$ cat src/rtl/con_tx_pkg.sv
package con_tx_pkg;
  localparam int BUS_W  = 32;
  localparam int LANES  = BUS_W / 8;
  localparam int OFF_DATA = 0;
  localparam int OFF_CTRL = 4;

  // control bit positions
  localparam int RIE_B  = 0;
  localparam int WIE_B  = 1;
  localparam int RIP_B  = 8;
  localparam int WIP_B  = 9;
  localparam int AUX_B  = 10;
  localparam int SPC_LSB = 16;
  localparam int SPC_W  = 16;

  // implemented / read-only masks
  localparam logic [BUS_W-1:0] DATA_IMPL = 32'hFFFF_80FF;
  localparam logic [BUS_W-1:0] DATA_RO   = 32'hFFFF_8000;
  localparam logic [BUS_W-1:0] CTRL_IMPL = 32'hFFFF_0703;
  localparam logic [BUS_W-1:0] CTRL_RO   = 32'hFFFF_0300;
  localparam logic [BUS_W-1:0] DATA_SW   = DATA_IMPL & ~DATA_RO;
  localparam logic [BUS_W-1:0] CTRL_SW   = CTRL_IMPL & ~CTRL_RO;
endpackage

$ cat src/rtl/con_tx_regs.sv
module con_tx_regs
  import con_tx_pkg::*;
#(
  parameter int ADDR_W = 4
) (
  input  logic              clk_i,
  input  logic              rst_ni,
  input  logic [ADDR_W-1:0] addr_i,
  input  logic              we_i,
  input  logic [LANES-1:0]  be_i,
  input  logic [BUS_W-1:0]  wdata_i,
  input  logic [7:0]        slot_byte_i,
  input  logic [SPC_W-1:0]  space_i,
  input  logic              wip_i,
  output logic              data_wr_o,
  output logic              ctrl_clr_o,
  output logic [BUS_W-1:0]  ctrl_sw_o,
  output logic [BUS_W-1:0]  rdata_o,
  output logic              hit_o
);
  localparam logic [ADDR_W-1:0] A_DATA = ADDR_W'(OFF_DATA);
  localparam logic [ADDR_W-1:0] A_CTRL = ADDR_W'(OFF_CTRL);

  logic             sel_d, sel_c;
  logic [BUS_W-1:0] lane_m, ctrl_m;
  logic [BUS_W-1:0] ctrl_q;
  logic [BUS_W-1:0] rd_data, rd_ctrl;
  logic [BUS_W-1:0] rdata_q;
  logic             hit_q;

  assign sel_d = (addr_i == A_DATA);
  assign sel_c = (addr_i == A_CTRL);

  for (genvar l = 0; l < LANES; l++) begin : g_lane
    assign lane_m[l*8 +: 8] = {8{be_i[l]}};
  end

  assign ctrl_m     = CTRL_SW & lane_m;
  assign data_wr_o  = we_i & sel_d & (|(DATA_SW & lane_m));
  assign ctrl_clr_o = we_i & sel_c & be_i[0] & (wdata_i[RIE_B] | wdata_i[WIE_B]);

  always_ff @(posedge clk_i or negedge rst_ni) begin
    if (!rst_ni)             ctrl_q <= '0;
    else if (we_i && sel_c)  ctrl_q <= (ctrl_q & ~ctrl_m) | (wdata_i & ctrl_m);
  end

  assign ctrl_sw_o = ctrl_q;

  always_comb begin
    rd_data = {{(BUS_W-8){1'b0}}, slot_byte_i} & DATA_IMPL;
    rd_ctrl = ctrl_q & CTRL_SW;
    rd_ctrl[SPC_LSB +: SPC_W] = space_i;
    rd_ctrl[WIP_B] = wip_i;
    rd_ctrl[RIP_B] = 1'b0;
    rd_ctrl = rd_ctrl & CTRL_IMPL;
  end

  always_ff @(posedge clk_i or negedge rst_ni) begin
    if (!rst_ni) begin
      rdata_q <= '0;
      hit_q   <= 1'b0;
    end else begin
      hit_q   <= sel_d | sel_c;
      rdata_q <= sel_d ? rd_data : (sel_c ? rd_ctrl : '0);
    end
  end

  assign rdata_o = rdata_q;
  assign hit_o   = hit_q;
endmodule

$ cat src/rtl/con_tx_slot.sv
module con_tx_slot (
  input  logic       clk_i,
  input  logic       rst_ni,
  input  logic       push_i,
  input  logic [7:0] push_byte_i,
  input  logic       ready_i,
  output logic       valid_o,
  output logic [7:0] byte_o,
  output logic       fire_o,
  output logic       accept_o
);
  logic       full_q;
  logic [7:0] byte_q;

  assign fire_o   = full_q & ready_i;
  // a departing byte frees the slot for a write in the same cycle
  assign accept_o = push_i & (~full_q | fire_o);

  always_ff @(posedge clk_i or negedge rst_ni) begin
    if (!rst_ni) begin
      full_q <= 1'b0;
      byte_q <= '0;
    end else begin
      if (accept_o)     full_q <= 1'b1;
      else if (fire_o)  full_q <= 1'b0;
      if (accept_o)     byte_q <= push_byte_i;
    end
  end

  assign valid_o = full_q;
  assign byte_o  = byte_q;
endmodule

$ cat src/rtl/con_tx_irq.sv
module con_tx_irq
  import con_tx_pkg::*;
#(
  parameter int TX_CAP    = 1,
  parameter int IRQ_DELAY = 500
) (
  input  logic             clk_i,
  input  logic             rst_ni,
  input  logic             accept_i,
  input  logic             fire_i,
  input  logic             full_i,
  input  logic             ctrl_clr_i,
  input  logic             wie_i,
  output logic [SPC_W-1:0] space_o,
  output logic             wip_o,
  output logic             irq_o
);
  localparam int DLY_W = $clog2(IRQ_DELAY + 1);
  localparam logic [SPC_W-1:0] CAP_V = SPC_W'(TX_CAP);
  localparam logic [DLY_W-1:0] DLY_V = DLY_W'(IRQ_DELAY);

  logic [SPC_W-1:0] space_q;
  logic             wip_q, wip_d;
  logic [DLY_W-1:0] dly_q;

  always_comb begin
    wip_d = wip_q;
    if (wie_i && (fire_i || (!full_i && space_q != '0))) wip_d = 1'b1;
    if (ctrl_clr_i) wip_d = 1'b0;
    if (accept_i)   wip_d = 1'b0;
  end

  always_ff @(posedge clk_i or negedge rst_ni) begin
    if (!rst_ni) begin
      space_q <= CAP_V;
      wip_q   <= 1'b0;
      dly_q   <= DLY_V;
    end else begin
      wip_q <= wip_d;
      if (accept_i)    space_q <= '0;
      else if (fire_i) space_q <= CAP_V;
      if (dly_q != '0) dly_q <= dly_q - 1'b1;
    end
  end

  assign space_o = space_q;
  assign wip_o   = wip_q;
  assign irq_o   = (dly_q == '0) & wie_i & (space_q != '0);
endmodule

$ cat src/rtl/con_tx.sv
module con_tx
  import con_tx_pkg::*;
#(
  parameter int ADDR_W    = 4,
  parameter int TX_CAP    = 1,
  parameter int IRQ_DELAY = 500
) (
  input  logic              clk_i,
  input  logic              rst_ni,
  input  logic [ADDR_W-1:0] addr_i,
  input  logic              we_i,
  input  logic [3:0]        be_i,
  input  logic [31:0]       wdata_i,
  output logic [31:0]       rdata_o,
  output logic              hit_o,
  output logic [7:0]        tx_data_o,
  output logic              tx_valid_o,
  input  logic              tx_ready_i,
  output logic              irq_o
);
  logic             data_wr, ctrl_clr, fire, accept;
  logic [BUS_W-1:0] ctrl_sw;
  logic [SPC_W-1:0] wspace;
  logic             wip, wie;

  assign wie = ctrl_sw[WIE_B];

  con_tx_regs #(.ADDR_W(ADDR_W)) u_regs (
    .clk_i       (clk_i),
    .rst_ni      (rst_ni),
    .addr_i      (addr_i),
    .we_i        (we_i),
    .be_i        (be_i),
    .wdata_i     (wdata_i),
    .slot_byte_i (tx_data_o),
    .space_i     (wspace),
    .wip_i       (wip),
    .data_wr_o   (data_wr),
    .ctrl_clr_o  (ctrl_clr),
    .ctrl_sw_o   (ctrl_sw),
    .rdata_o     (rdata_o),
    .hit_o       (hit_o)
  );

  con_tx_slot u_slot (
    .clk_i       (clk_i),
    .rst_ni      (rst_ni),
    .push_i      (data_wr),
    .push_byte_i (wdata_i[7:0]),
    .ready_i     (tx_ready_i),
    .valid_o     (tx_valid_o),
    .byte_o      (tx_data_o),
    .fire_o      (fire),
    .accept_o    (accept)
  );

  con_tx_irq #(.TX_CAP(TX_CAP), .IRQ_DELAY(IRQ_DELAY)) u_irq (
    .clk_i      (clk_i),
    .rst_ni     (rst_ni),
    .accept_i   (accept),
    .fire_i     (fire),
    .full_i     (tx_valid_o),
    .ctrl_clr_i (ctrl_clr),
    .wie_i      (wie),
    .space_o    (wspace),
    .wip_o      (wip),
    .irq_o      (irq_o)
  );
endmodule

$ cat config.mk
export PLATFORM = sky130hd
export DESIGN_NAME = con_tx
export DESIGN_NICKNAME = d
export VERILOG_FILES = /design/src/rtl/con_tx_pkg.sv /design/src/rtl/con_tx_regs.sv /design/src/rtl/con_tx_slot.sv /design/src/rtl/con_tx_irq.sv /design/src/rtl/con_tx.sv
export SDC_FILE = /design/constraint.sdc
export NUM_CORES = 1
export LEC_CHECK = 0
export CORE_AREA = 2 2 76 78
export DETAILED_ROUTE_END_ITERATION = 6
export DIE_AREA = 0 0 78 80
export HOLD_SLACK_MARGIN = 0.06
export SLEW_MARGIN = 20
export SYNTH_ARGS = -nofsm -noshare
export SYNTH_HDL_FRONTEND = slang
export SYNTH_SLANG_ARGS = --single-unit
$ cat constraint.sdc
create_clock -name clk_i -period 3.3 [get_ports clk_i]
set_input_delay 0.33 -clock clk_i [delete_from_list [all_inputs] [get_ports clk_i]]
set_output_delay 0.33 -clock clk_i [all_outputs]
set_load 0.1 [all_outputs]
# == Word level (Yosys, flattened, before mapping) ==
# Index checks and enable logic that the tools add are counted.
# word_totals
inputBits,44
output_inout_bits,43
register_bits,100
wordCells,47
# op_classes
n_eq_ne,1
addsub,1
n_reduce_logical,11
bitwise_logic,17
muxes,9
# ops
op,n
$mux W32,2
$and A32 B11 Y32,1
$and A32 B32 Y32,1
$mux W16,2
$not A11 Y32,1
$or A32 B32 Y32,1
$reduce_bool A16 Y1,1
$and A1 B1 Y1,9
$logic_not A9 Y1,1
$reduce_bool A9 Y1,1
$sub A9 B1 Y9 const B,1
$mux W1,5
$eq A4 B3 Y1 const B,1
$logic_not A4 Y1,1
$logic_and A1 B1 Y1,3
$or A1 B1 Y1,3
$reduce_bool A3 Y1,1
$reduce_bool A2 Y1,1
$logic_not A1 Y1,1
$logic_or A1 B1 Y1,1
$not A1 Y1,1

# == Logic depth before layout (Yosys ltp) ==
# Gate-level depths: netlist of the first run.
# logic_depth
word_depth,7
depth_mapped,5
depth_no_buf,5

# == Hierarchy ==
# A second synthesis of the first run with hierarchy kept.
# unflattened
cells_unflattened,192
area_unflattened_um2,2361.0
# by_module_without_submodules
mod,n_inst,area_per_inst_um2,cells_each,seq_area_each_um2
con_tx_regs,1,1332.5,107,750.7
con_tx_irq,1,640.6,63,284.0
con_tx_slot,1,387.9,22,225.2

# == Worst setup path after synthesis of the first run ==
# No wires, ideal clock.
# synth_timing
path_type,reg2out
startpoint,register u_irq.dly_q[0]
endpoint,output port irq_o
setup_slack_ns,0.840
arrival_ns,2.130
path_stages_with_launch,6
required_time_ns,2.970
path_cell_list,dfrtp_1 -> inv_1 -> ha_1 -> nor4b_1 -> nor2b_1 -> and3_1
# synth_via
elab_chain_cells,3
# synth_lines
item,line_no,text
start: declaration,con_tx_irq.sv:24,logic [DLY_W-1:0] dly_q;
start signal: assignment,con_tx_irq.sv:42,if (dly_q != '0) dly_q <= dly_q - 1'b1;
$logic_not A9 Y1,con_tx_irq.sv:48,assign irq_o = (dly_q == '0) & wie_i & (space_q != '0);
$and A1 B1 Y1 (2 in a row),con_tx_irq.sv:48,
end: declaration,con_tx.sv:19,output logic irq_o
# Every way passes these cells.

# == Worst setup path after layout of the first run ==
# Ends and elaborated chain as after synthesis.

==> results of run 1 <==
## cell families after synthesis
group / after synthesis / share of synthesized area
buffers and inverters: 25 / 0.111
AOI/OAI and AO/OA: 13 / 0.0510
DFF: 35 / 0.555
xor gates and xnor gates: 1 / 0.00549
adders and majority gates: 1 / 0.00784
and+or+nand+nor: 37 / 0.157
muxes: 16 / 0.111
other: 1 / 0.00235
## final timing paths
check / from / endpoint / slack, ps / depth (start not counted)
max in group asynchronous: rst_ni / u_slot.byte_o[1] / 2710 / 1
min in group clk_i: u_irq.dly_q[8] / u_irq.dly_q[8] / 480 / 1
worst max register to register: u_irq.dly_q[0] / u_irq.dly_q[1] / 1500 / 5
worst max-delay path: u_irq.dly_q[0] / irq_o / 690 / 6
worst min-delay path: rst_ni / u_regs.rdata_o[5] / 110 / 1
worst min register to register: u_irq.dly_q[8] / u_irq.dly_q[8] / 480 / 1
## per-layer routing
metal  vias up  track usage  routed length, um
met2        38        0.154               1310
li1        497            -                  -
met3         4       0.0396                194
met5         -            0                  0
met4         0       0.0421                 36
met1       497        0.119               1240
## area by class of cell
class | count | area (um2) | area share
clock buffers | 7 | 76.3 | 0.0368
clock inverters | 1 | 5.00 | 0.00242
inverters | 2 | 7.51 | 0.00362
multi-input cells | 89 | 608 | 0.293
flip-flops and latches | 35 | 885 | 0.427
well taps | 72 | 90.1 | 0.0435
repair buffers | 41 | 400 | 0.193
## power by group through the flow
stage          combinational (W)  sequential (W)  clock (W)
6_report                0.000432        0.000499   0.000292
3_5_place_dp            0.000435        0.000508          0
3_3_place_gp            0.000433        0.000507          0
4_1_cts                 0.000435        0.000500   0.000302
2_1_floorplan           0.000188        0.000674          0
5_1_grt                 0.000449        0.000505   0.000321
## metrics by stage
stage	setup WS [ps]	instances
5_1_grt	404	247
3_3_place_gp	791	239
4_1_cts	611	247
3_5_place_dp	797	239
6_report	694	247
2_1_floorplan	840	149
## sequential cells by signal, indices dropped and copies added (netlist names), named ones only
signal,cells
u_irq.dly_q,9
u_regs.rdata_o,11
u_irq.space_o,1
u_slot.valid_o,1
u_irq.wip_o,1
u_slot.byte_o,8
u_regs.hit_o,1
## Yosys cell counts
cell type / instances
sky130_fd_sc_hd__a211oi_1: 1
sky130_fd_sc_hd__a21o_1: 1
sky130_fd_sc_hd__a21oi_1: 1
sky130_fd_sc_hd__a41oi_1: 1
sky130_fd_sc_hd__and2_1: 6
sky130_fd_sc_hd__and3_1: 4
sky130_fd_sc_hd__and4_1: 1
sky130_fd_sc_hd__and4b_1: 1
sky130_fd_sc_hd__buf_2: 1
sky130_fd_sc_hd__buf_4: 22
sky130_fd_sc_hd__conb_1: 1
sky130_fd_sc_hd__dfrtp_1: 28
sky130_fd_sc_hd__dfstp_2: 7
sky130_fd_sc_hd__ha_1: 1
sky130_fd_sc_hd__inv_1: 2
sky130_fd_sc_hd__mux2_2: 13
sky130_fd_sc_hd__mux2i_1: 3
sky130_fd_sc_hd__nand2_1: 2
sky130_fd_sc_hd__nand2b_1: 3
sky130_fd_sc_hd__nand3_1: 1
sky130_fd_sc_hd__nand4_1: 1
sky130_fd_sc_hd__nor2_1: 1
sky130_fd_sc_hd__nor2b_1: 5
sky130_fd_sc_hd__nor3_1: 3
sky130_fd_sc_hd__nor4_4: 1
sky130_fd_sc_hd__nor4b_1: 1
sky130_fd_sc_hd__o21ai_0: 7
sky130_fd_sc_hd__o31a_2: 1
sky130_fd_sc_hd__o31ai_1: 1
sky130_fd_sc_hd__or2_2: 3
sky130_fd_sc_hd__or3_1: 1
sky130_fd_sc_hd__or3_2: 1
sky130_fd_sc_hd__or4_1: 1
sky130_fd_sc_hd__or4_4: 1
sky130_fd_sc_hd__xnor2_1: 1
==> summary.md, run 1 <==
| Metric | Value |
|---|---|
| Count of pins over their slew limit | 0 |
| Worst path cell trace | inv_1 > ha_1 > nor4b_1 > nor2b_1 > and3_1 > buf_4 |
| Post-synth cell types | 35 |
| Crit share post-route | 0.790 |
| Critical path data arrival time | 2280 ps |
| Highest fanout seen on the critical path | 5 |
| Seq/Total Area, Yosys | 0.555 |
| Max VDD drop | 0.369 mV |
| DRC violations left | 0 |
| Area added between synthesis and finish | 29.9% |
| Number of iterations in the first detailed-routing pass | 4 |
| Routability congestion estimate | 0.730 |
| Leakage power | 0.954 nW |
| Share of the synthesized area in the top cell type | 0.439 |
| Boundary Pins | 87 |
| Number of max-cap violations | 0 |
| Total congestion overflow after global routing | 0 |
| Leading cell types in the layout, fill and taps excluded | 38 x sky130_fd_sc_hd__clkdlybuf4s50_1, 28 x sky130_fd_sc_hd__dfrtp_1, 21 x sky130_fd_sc_hd__conb_1 |
| CTS buffer count | 5 |
| Initial Util | 0.295 |
| Clock skew after layout | 3.85 ps |
| Combinational share of power | 0.353 |
| ANT nets after route | 0 |
| Maximum number of buffers from clock root to sink | 2 |
| Reg clk slew, reported paths | 70 ps |
| Crit path largest cell delay | 440 ps |
| Kind of launch point of the worst setup path | flip-flop |
| Classification of the worst-slack hold path | primary input to asynchronous set/reset pin |
| Worst-margin pin slew | 987 ps |
| Global-route wire length before repair | 4750 um |
| Later-pin clock latency in the skew report | 280 ps |
| Number of instances in the synthesized netlist | 129 |
| CP top delay family | simple AND/OR/NAND/NOR gates |
| Most common cell after layout, fill and taps aside | sky130_fd_sc_hd__clkdlybuf4s50_1 |
| Flip-flop and latch count after synthesis | 35 |
| Number of levels the H-tree was split into | 2 |
| Port Buf Inserts | 40 |
| NetSw | 0.000509 W |
| Filler cells | 550 |
| Post-Route Hold Slack | 115 ps |
| Crit path kind | flip-flop to primary output |
| Clock root buffer | sky130_fd_sc_hd__clkbuf_8 |
| Sequential cell fraction of total power | 0.408 |
| Number of vias after detailed routing | 1036 |
| Overall Global Routing Usage | 0.0983 |
| Cell area after placement | 0.00199 mm2 |
| Mean Syn Cell Area | 12.4 um2 |
| Count of inserted antenna diode cells | 0 |
| Post-CTS setup buffer count | 0 |
| Number of hold-slack violations in the final timing report | 0 |
| Yosys warning total | 0 |
| Unrepaired setup endpoints after global routing | no |
| Die Outline Area | 0.00624 mm2 |
| Overall Power | 0.00122 W |
| HPWL after DPL | 2040 um |
| Tightest slew margin relative to the limit | 0.340 |
| Final Cell Area | 0.00207 mm2 |
| Post-cts sizing count | 0 |
| Drt total wl | 2780 um |
| Run status | finished clean |
| Antenna violations before repair | 0 |
| Starting DRT DRC Count | 16 |
| Avg Vias per Cell | 4.19 |
| Via count of the first global-routing pass | 1035 |
| Final min period | 2610 ps |
| Leading post-synthesis cells by cell area | sky130_fd_sc_hd__dfrtp_1 44%, sky130_fd_sc_hd__dfstp_2 12%, sky130_fd_sc_hd__buf_4 10% |
| Sum of negative setup slack | 0 ps |
| Crit end category | primary output |
| Proportion of layout cells with a drive suffix above 1 | 0.206 |
| Final count of negative-setup-slack endpoints | 0 |
| Leading area contributor after synthesis | sky130_fd_sc_hd__dfrtp_1 |
| Clock power frac | 0.239 |
| End-of-flow core utilization | 0.383 |
| Net Sw Frac | 0.416 |
| Width of the die | 78 um |
| Core area | 0.00541 mm2 |
| Required time reported for the critical path endpoint | 2970 ps |
| Pwr per Cell Area | 591 mW/mm2 |
| Clock tree from TritonCTS | built |
| Mapped cell area | 0.00160 mm2 |
| Net count, final | 219 |
| Largest net degree at the start of global routing | 36 |
| Number of sinks handled by clock tree synthesis | 35 |
| Internal power of the cells | 0.000715 W |
| Number of buffer and inverter instances along the worst setup path | 2 |
| Post-DR wirelength/cell | 11.3 um |
| Die outline height | 80 um |
| Standard cell with the maximum stage delay on the critical path | sky130_fd_sc_hd__nor4b_1 |
| Number of placement rows | 27 |
| Maximum achievable frequency | 0.384 GHz |
| Count of hold buffers inserted by post-cts repair | 0 |
No activity file was read; power rests on OpenSTA's default activity.
==> run 2, diff against run 1 <==
--- a/config.mk
+++ b/config.mk
@@ -9,6 +9,7 @@
 export DETAILED_ROUTE_END_ITERATION = 6
 export DIE_AREA = 0 0 78 80
 export HOLD_SLACK_MARGIN = 0.06
+export PLACE_DENSITY = 0.66
 export SLEW_MARGIN = 20
 export SYNTH_ARGS = -nofsm -noshare
 export SYNTH_HDL_FRONTEND = slang
==> constraint.sdc (replaced) <==
create_clock -name clk_i -period 2.27 [get_ports clk_i]
set_input_delay 0.227 -clock clk_i [delete_from_list [all_inputs] [get_ports clk_i]]
set_output_delay 0.227 -clock clk_i [all_outputs]
set_load 0.1 [all_outputs]
==> summary.md, run 2 (same netlist as run 1, synthesis figures left out) <==
| Metric | Value |
|---|---|
| Run status | finished clean |
| CP top delay family | simple AND/OR/NAND/NOR gates |
| Register-to-register setup slack | 670 ps |
| Critical path data arrival time | 1850 ps |
| DRC violations left | 0 |
| Pwr per Cell Area | 879 mW/mm2 |
| Placed Instances | 243 |
| Highest fanout seen on the critical path | 4 |
| Unrepaired setup endpoints after global routing | no |
| Crit path largest cell delay | 400 ps |
| Internal power of the cells | 0.00110 W |
| Antenna violations before repair | 0 |
| Kind of launch point of the worst setup path | flip-flop |
| Flip-flop count of the largest register after layout | 11 |
| Clock skew after layout | 3.86 ps |
| Crit end category | primary output |
| Avg Vias per Cell | 4.22 |
| Final count of negative-setup-slack endpoints | 0 |
| End point of the critical path | irq_o |
| Required time reported for the critical path endpoint | 2040 ps |
| Post-DR wirelength/cell | 11.5 um |
| Later-pin clock latency in the skew report | 280 ps |
| Reg-to-reg startpoint | u_irq.dly_q[5] |
| Boundary Pins | 87 |
| Leakage power | 1.03 nW |
| Worst setup path startpoint | u_irq.dly_q[0] |
| Maximum number of buffers from clock root to sink | 2 |
| Standard cell with the maximum stage delay on the critical path | sky130_fd_sc_hd__dfrtp_1 |
| Die outline height | 80 um |
| Total congestion overflow after global routing | 0 |
| Worst-margin pin slew | 765 ps |
| Drt total wl | 2900 um |
| Largest net degree at the start of global routing | 36 |
| Clock power frac | 0.265 |
| Global-route wire length before repair | 4740 um |
| Fin cells | 252 |
| Clock tree from TritonCTS | built |
| Clock root buffer | sky130_fd_sc_hd__clkbuf_8 |
| Die Outline Area | 0.00624 mm2 |
| Area added between synthesis and finish | 31.5% |
| Leading cell types in the layout, fill and taps excluded | 28 x sky130_fd_sc_hd__dfrtp_1, 26 x sky130_fd_sc_hd__buf_4, 21 x sky130_fd_sc_hd__conb_1 |
| ANT nets after route | 0 |
| Tightest slew margin relative to the limit | 0.490 |
| Sequential cell fraction of total power | 0.393 |
| Number of hold-slack violations in the final timing report | 0 |
| Count of pins over their slew limit | 0 |
| Combinational share of power | 0.342 |
| Number of sinks handled by clock tree synthesis | 35 |
| Proportion of layout cells with a drive suffix above 1 | 0.356 |
| Worst path cell trace | inv_1 > ha_1 > nor4b_2 > nor2b_1 > and3_2 > buf_12 |
| HPWL after DPL | 2150 um |
| Port Buf Inserts | 40 |
| Initial Util | 0.295 |
| Count of inserted antenna diode cells | 0 |
| Number of iterations in the first detailed-routing pass | 4 |
| Net count, final | 224 |
| Crit path kind | flip-flop to primary output |
| Overall Global Routing Usage | 0.0986 |
| Most common cell after layout, fill and taps aside | sky130_fd_sc_hd__dfrtp_1 |
| CTS buffer count | 5 |
| NetSw | 0.000744 W |
| Classification of the worst-slack hold path | flip-flop to flip-flop |
| Final min period | 2080 ps |
| Number of buffer and inverter instances along the worst setup path | 2 |
| Depth of the worst register-to-register path | 3 |
| End-of-flow core utilization | 0.388 |
| Maximum achievable frequency | 0.481 GHz |
| Max VDD drop | 0.566 mV |
| Number of levels the H-tree was split into | 2 |
| Overall Power | 0.00185 W |
| Routability congestion estimate | 0.741 |
| Reg clk slew, reported paths | 70 ps |
| Crit share post-route | 0.916 |
| Number of max-cap violations | 0 |
| Net Sw Frac | 0.403 |
| Number of placement rows | 27 |
| Reg-to-reg endpoint | u_irq.dly_q[7] |
| Via count of the first global-routing pass | 1002 |
| Sum of negative setup slack | 0 ps |
| Number of vias after detailed routing | 1063 |
| Core area | 0.00541 mm2 |
| Count of cell instances traversed by the critical path | 6 |
| Width of the die | 78 um |
| Starting DRT DRC Count | 29 |
==> run 2: timing repair <==
item	CTS	global route
buffers inserted	0	0
hold buffers	1	0
gates resized for setup	0	1
endpoints found under the hold margin	28	0
setup endpoints to repair	0	1
==> run 2: per-layer routing <==
layer	share of wire	routed length, um	GRT usage
met2	0.48	1380	0.158
met4	0.012	36	0.0421
met1	0.44	1270	0.119
met3	0.072	209	0.0373
met5	0	0	0
==> run 2: cell type report <==
class | instances | area [um2]
fill | 547 | 3310
sequential | 35 | 885
multi-input combinational | 89 | 616
timing repair buffer | 46 | 400
clock buffer | 8 | 100
tap | 72 | 90.1
inverter | 2 | 7.51
==> run 2: power groups by stage <==
stage	combinational, W	sequential, W	clock [W]
after floorplan	0.000275	0.000980	0
after global placement	0.000631	0.000736	0
after detailed placement	0.000634	0.000737	0
after CTS	0.000635	0.000726	0.000508
after global routing	0.000654	0.000736	0.000532
final	0.000631	0.000725	0.000488
==> run 2: metrics by stage <==
step / hold WS (ps) / setup slack (ps) / instance area [um2]
2_1_floorplan: -68.6 / 193 / 1670
6_report: 484 / 191 / 2100
4_1_cts: 478 / 3.55 / 2090
3_3_place_gp: 351 / 285 / 1980
3_5_place_dp: 346 / 278 / 1980
5_1_grt: 495 / 23.4 / 2100
==> run 2: how the worst min path moves through the flow <==
stage | from | endpoint | slack (ps) | cells after the start
global placement | rst_ni | u_irq.dly_q[3] | 350 | 1
floorplan | rst_ni | asynchronous set/reset pin | -70 | 0
CTS | u_irq.dly_q[8] | u_irq.dly_q[8] | 480 | 1
global route | u_irq.dly_q[8] | u_irq.dly_q[8] | 500 | 1
finish | u_irq.dly_q[8] | u_irq.dly_q[8] | 480 | 1
detailed placement | rst_ni | u_irq.dly_q[3] | 350 | 1
